`src/rtl/mii_mgmt_regs.sv`:
```
module mii_mgmt_regs #(
  parameter int unsigned ADDR_W   = 12,
  parameter int unsigned CTL_OFF  = 'h190,
  parameter int unsigned DATA_OFF = 'h194,
  parameter int unsigned PHY_ADDR = 1,
  parameter int unsigned LATENCY  = 1
) (
  input  logic              clk,
  input  logic              rst_n,
  input  logic              reg_wr,
  input  logic              reg_rd,
  input  logic [ADDR_W-1:0] reg_addr,
  input  logic [3:0]        reg_be,
  input  logic [31:0]       reg_wdata,
  output logic [31:0]       reg_rdata,
  output logic              ctl_reject
);
  localparam int unsigned CW = (LATENCY < 2) ? 1 : $clog2(LATENCY + 1);
  localparam int BUSY_BIT = 15;
  localparam int DIR_BIT  = 10;
  localparam logic [31:0] STATUS_VAL  = 32'h0000_0024;
  localparam logic [31:0] ABILITY_VAL = 32'h0000_03E0;

  logic [31:0]   ctl_q, data_q, resp;
  logic [CW-1:0] cnt_q;
  logic          full, ctl_hit, data_hit, busy, launch, finish;
  logic [4:0]    phy_a, phy_r;

  assign full     = (reg_be == 4'hF);
  assign ctl_hit  = full && (reg_addr == ADDR_W'(CTL_OFF));
  assign data_hit = full && (reg_addr == ADDR_W'(DATA_OFF));
  assign busy     = ctl_q[BUSY_BIT];
  assign launch   = reg_wr && ctl_hit && !busy;
  assign finish   = busy && (cnt_q == CW'(1));
  assign phy_a    = ctl_q[9:5];
  assign phy_r    = ctl_q[4:0];

  always_comb begin
    if (phy_a != 5'(PHY_ADDR))        resp = 32'hFFFF_FFFF;
    else if (phy_r == 5'd1)           resp = STATUS_VAL;
    else if (phy_r == 5'd4 || phy_r == 5'd5) resp = ABILITY_VAL;
    else                              resp = 32'h0;
  end

  always_ff @(posedge clk or negedge rst_n) begin
    if (!rst_n) begin
      ctl_q      <= '0;
      data_q     <= '0;
      cnt_q      <= '0;
      ctl_reject <= 1'b0;
    end else begin
      if (launch) begin
        ctl_q           <= reg_wdata;
        ctl_q[BUSY_BIT] <= 1'b1;
        cnt_q           <= CW'(LATENCY);
      end else if (busy) begin
        if (finish) begin
          ctl_q[BUSY_BIT] <= 1'b0;
          cnt_q           <= '0;
        end else begin
          cnt_q <= cnt_q - CW'(1);
        end
      end
      if (reg_wr && ctl_hit && busy) ctl_reject <= 1'b1;
      if (finish && !ctl_q[DIR_BIT]) data_q <= resp;
      else if (reg_wr && data_hit)   data_q <= reg_wdata;
    end
  end

  assign reg_rdata = !reg_rd   ? 32'h0 :
                     ctl_hit   ? ctl_q :
                     data_hit  ? data_q : 32'h0;
endmodule

```
`config.mk`:
```
export PLATFORM = sky130hd
export DESIGN_NAME = mii_mgmt_regs
export DESIGN_NICKNAME = d
export VERILOG_FILES = /design/src/rtl/mii_mgmt_regs.sv
export SDC_FILE = /design/constraint.sdc
export NUM_CORES = 1
export LEC_CHECK = 0
export CAP_MARGIN = 30
export CELL_PAD_IN_SITES_DETAIL_PLACEMENT = 0
export CELL_PAD_IN_SITES_GLOBAL_PLACEMENT = 1
export CORE_MARGIN = 5
export CORE_UTILIZATION = 38
export CTS_CLUSTER_DIAMETER = 80
export DETAILED_ROUTE_END_ITERATION = 8
export PLACE_DENSITY_LB_ADDON = 0.1
export SYNTH_ARGS = -nofsm -noshare
export SYNTH_HDL_FRONTEND = slang
export SYNTH_SLANG_ARGS = --single-unit
```
`constraint.sdc`:
```
create_clock -name clk -period 2.42 [get_ports clk]
set_clock_uncertainty 0.15 [all_clocks]
set_input_delay 0.242 -clock clk [delete_from_list [all_inputs] [get_ports clk]]
set_output_delay 0.242 -clock clk [all_outputs]
set_load 0.05 [all_outputs]
```
# [Word level (Yosys, flattened, before mapping)]
# Index checks and enable logic that the tools add are counted.
[op_classes] add_sub_neg=1 n_eq_ne=7 n_mux=14 reduce_logical=13
[ops] operator="two-way mux 32 bit" count=6
[ops] operator="== test 12 x 9 -> 1 bit, second input constant" count=2
[ops] operator="two-way mux 10 bit" count=2
[ops] operator="== test 5 x 3 -> 1 bit, second input constant" count=2
[ops] operator="logical AND 1 bit" count=8
[ops] operator="two-way mux 1 bit" count=6
[ops] operator="== test 5 x 1 -> 1 bit, second input constant" count=1
[ops] operator="!= test 5 x 1 -> 1 bit, second input constant" count=1
[ops] operator="== test 4 bit, second input constant" count=1
[ops] operator="nonzero test 2 bit" count=2
[ops] operator="logical NOT 1 bit" count=2
[ops] operator="logical OR 1 bit" count=1
[ops] operator="subtractor 1 bit, second input constant" count=1
[totals] regBits=66 out_inout_bits=33 word_cells=40

# [Logic depth before layout (Yosys ltp)]
[depth] depth_word=6 depth_mapped=6

# [Least setup slack after synthesis]
# Ideal clock, no wire load.
[synth_path] kind="in2out" start="input reg_addr[0]" end="output reg_rdata[0]" arrival_ns=2.268 setup_slack_ns=-0.240 cell_stages=5 path_cell_list="or4b_4 > nor4_4 > nand2_2 > buf_2 > nor2_1"
[synth_via] elab_chain_len=5 word_cells_on_any_way=7 cone_classes="eq/ne: 2; mux: 3; reduce/logical: 2"
[synth_rtl] item="start: declaration" line_no="12" source="input logic [ADDR_W-1:0] reg_addr,"
[synth_rtl] item="== test 12 x 9 -> 1 bit" line_no="31" source="assign data_hit = full && (reg_addr == ADDR_W'(DATA_OFF));"
[synth_rtl] item="logical AND 1 bit" line_no="31"
[synth_rtl] item="two-way mux 32 bit" line_no="72" source="data_hit ? data_q : 32'h0;"
[synth_rtl] item="two-way mux 32 bit *" line_no="71" source="ctl_hit ? ctl_q :"
[synth_rtl] item="two-way mux 32 bit *" line_no="70" source="assign reg_rdata = !reg_rd ? 32'h0 :"
[synth_rtl] item="end: declaration" line_no="15" source="output logic [31:0] reg_rdata,"
# Every way passes the cells marked *; elsewhere a longest branch is shown, timed or not.

# [Worst setup path in the final report]
[layout_path] start="input reg_addr[5]" end="output reg_rdata[0]"
# The elaborated chain is that of the path after synthesis.

==> results.md <==
* Status: completed
* Setup ws final at ~0.036 ns
* Setup crit start kind: input port
* Finished Layout Cells at 516
* Clock Tree Buf Depth at 2
* Worst slew margin at 0.419
* Initial Util at 0.391
* Setup WS pre-CTS at -0.277 ns
* Fraction of registers with async set/reset at 1.00
* Final Power at 2.26 mW
* Syn-to-layout area delta at 52.4%
* Worst-Margin Slew at just under 0.9 ns
* Most common cell after layout, fill and taps aside: dfrtp_1
* Sequential-to-total area share from yosys stat at 0.485
* Final Hold Vio Count at 0
* Critical-path cell list: buf_6, or4b_4, nor4_4, nand2_4, buf_12, buf_16, nor2_4, buf_12
* Detailed Routing Iterations Pass 1 at 4
* Syn nets at 371
* Layout cells sized above 1 at 0.279
* Yosys warns at 0
* GR Overflow Total at 0
* Number of antenna-violating nets in the routed design at 0
* Number of synthesized flops with an enable pin at 0
* CP max-delay cell: or4b_4
* Leakage at between 2 and 2.5 nW
* Crit path arrival time at 1.99 ns
* Max Cap Viol at 0
* Wirelength per Cell at 19.1 um
* Final setup fails at 0
* Post-synthesis cell count at around 320
* Pwr/cell area at 436 nW/um2
* Clk_lat worst skew at 0.34 ns
* Final core utilization at 0.595
* Flops & latches, synth at 66
* Vias in the first global route at 3066
* Max FO, Critical Path at 5
* Nets at ~460
* GPL Wtd Cong at ~0.73
* CTS buffer count at 9
* Final Critical Period at 2.38 ns
* Largest net degree at the start of global routing at 67
* Initial antenna violation count at 0
* Commonest non-fill, non-tap cells in the layout: dfrtp_1, clkdlybuf4s50_1, buf_12, nand4_1
* Top cell by count, worst path: buf_12
* Post-Synthesis Mean Instance Area at 10.7 um2
* Synth Flop Type: dfrtp_1
* Worst IR Drop VDD at 318 uV
* CTS tree: done
* Tcrit/Tclk final at 0.985
* H-tree depth at 3
* I/O pin cnt at 85
* Pins over their slew limit at 0
* Vias at 2957
* WP data required at between 2 and 2.5 ns
* Synthesized cell area at 3410 um2
* HP Class: in -> reg
* Total wire length at 9870 um
* HPWL after DPL at 6170 um
* Global Route Usage Sum at 0.181
* Die area at 11000 um2
* Port bufs at 84
* Die height at 105 um
* Starting DRT DRC Count at approximately 220
* CP peak stage delay at around 0.55 ns
* Worst Setup Path Type: in -> out
* Sum Neg Setup Slack at 0 ns
* Fmax at 0.419 GHz
* Reg2reg setup slack at a little under 0.3 ns
* # fillers at 746
* Placed insts at 494
* Worst setup EP type: output pin
* Distinct cells, synth at 35
* Clock sink count at 66
* First-pass GRT wire length at 16200 um
* Clk pin slew, worst setup/hold paths at 0.07 ns
* Antenna Diode Count at 0
* Seq. cell area at 1650 um2
* RSZ-0062 raised after global routing: yes
* Remaining DRCs at 0
* Multi-input gate area at 1760 um2
* Cell row count at 34
* Die Span X at 105 um
* Core Region at 8720 um2
* Root buffer selected by CTS: clkbuf_8
* Vias/cell at ~5.7
logic make-up after synthesis:
family | after synthesis | share of synthesized area
AO/OA/AOI/OAI | 71 | 0.121
buffers and inverters | 35 | 0.0544
flip-flops | 66 | 0.485
multiplexers | 63 | 0.197
AND/OR/NAND/NOR | 84 | 0.143
final cells by class:
cell class                      count  share of cell area
Tap cell                          108              0.0260
Inverter                            3             0.00217
Timing Repair Buffer              105               0.275
Clock buffer                       10              0.0265
Clock inverter                      6              0.0125
Multi-Input combinational cell    218               0.339
Sequential cell                    66               0.318
registers in the layout, indices dropped and copies added (netlist names):
name	cells
data_q	32
cnt_q	1
ctl_reject	1
ctl_q	32
worst max-delay path: cells and delay by family:
kind / cells / cell delay (ns)
AND/OR/NAND/NOR: 4 / 1.19
buffers and inverters: 4 / 0.54
where the power goes:
group          switching (mW)  internal (mW)
sequential           0.000582           1.10
clock                   0.439          0.506
combinational           0.111          0.103
total                   0.551           1.71
per-stage QoR:
step	hold slack, ns	instance area (um2)
after floorplan	-0.204	3480
after global placement	0.142	4780
after detailed placement	0.140	4780
after CTS	0.109	5140
after global routing	0.115	5190
final	0.124	5190
final timing paths:
check | start | endpoint | depth (start not counted)
setup / recovery | reg_addr[5] | reg_rdata[0] | 8
hold / removal | reg_addr[2] | ctl_reject | 3
setup reg to reg | ctl_q[15] | ctl_q[8] | 5
hold reg to reg | ctl_reject | ctl_reject | 1
max in group asynchronous | rst_n | data_q[6] | 3
min in group asynchronous | rst_n | ctl_q[23] | 3
cell usage after synthesis, types with 2 or more instances:
library cell	number	area (um2)
mux2_1	31	349
dfrtp_1	66	1650
mux2i_1	32	320
nand4_1	33	206
buf_1	2	7.51
inv_1	3	11.3
a311oi_1	2	17.5
nor2_1	33	124
a31oi_1	32	200
nor3_1	2	10.0
buf_2	7	35.0
o21ai_1	32	160
buf_6	6	67.6
clkbuf_1	17	63.8
what timing repair did:
action | CTS | global route
buffers inserted | 2 | 2
hold buffers | 1 | 0
cloned | 2 | 0
gates resized for setup | 26 | 22
pin swaps | 4 | 14
endpoints found under the hold margin | 66 | 0
setup endpoints to repair | 32 | 32
per-layer routing:
metal  share of wire  routed length (um)  GRT usage
met5               0                   0          0
met4          0.0038                  38     0.0329
met3           0.068                 676     0.0512
met2            0.49                4860      0.291
met1            0.44                4300      0.248
(Power assumes the default switching activity.)
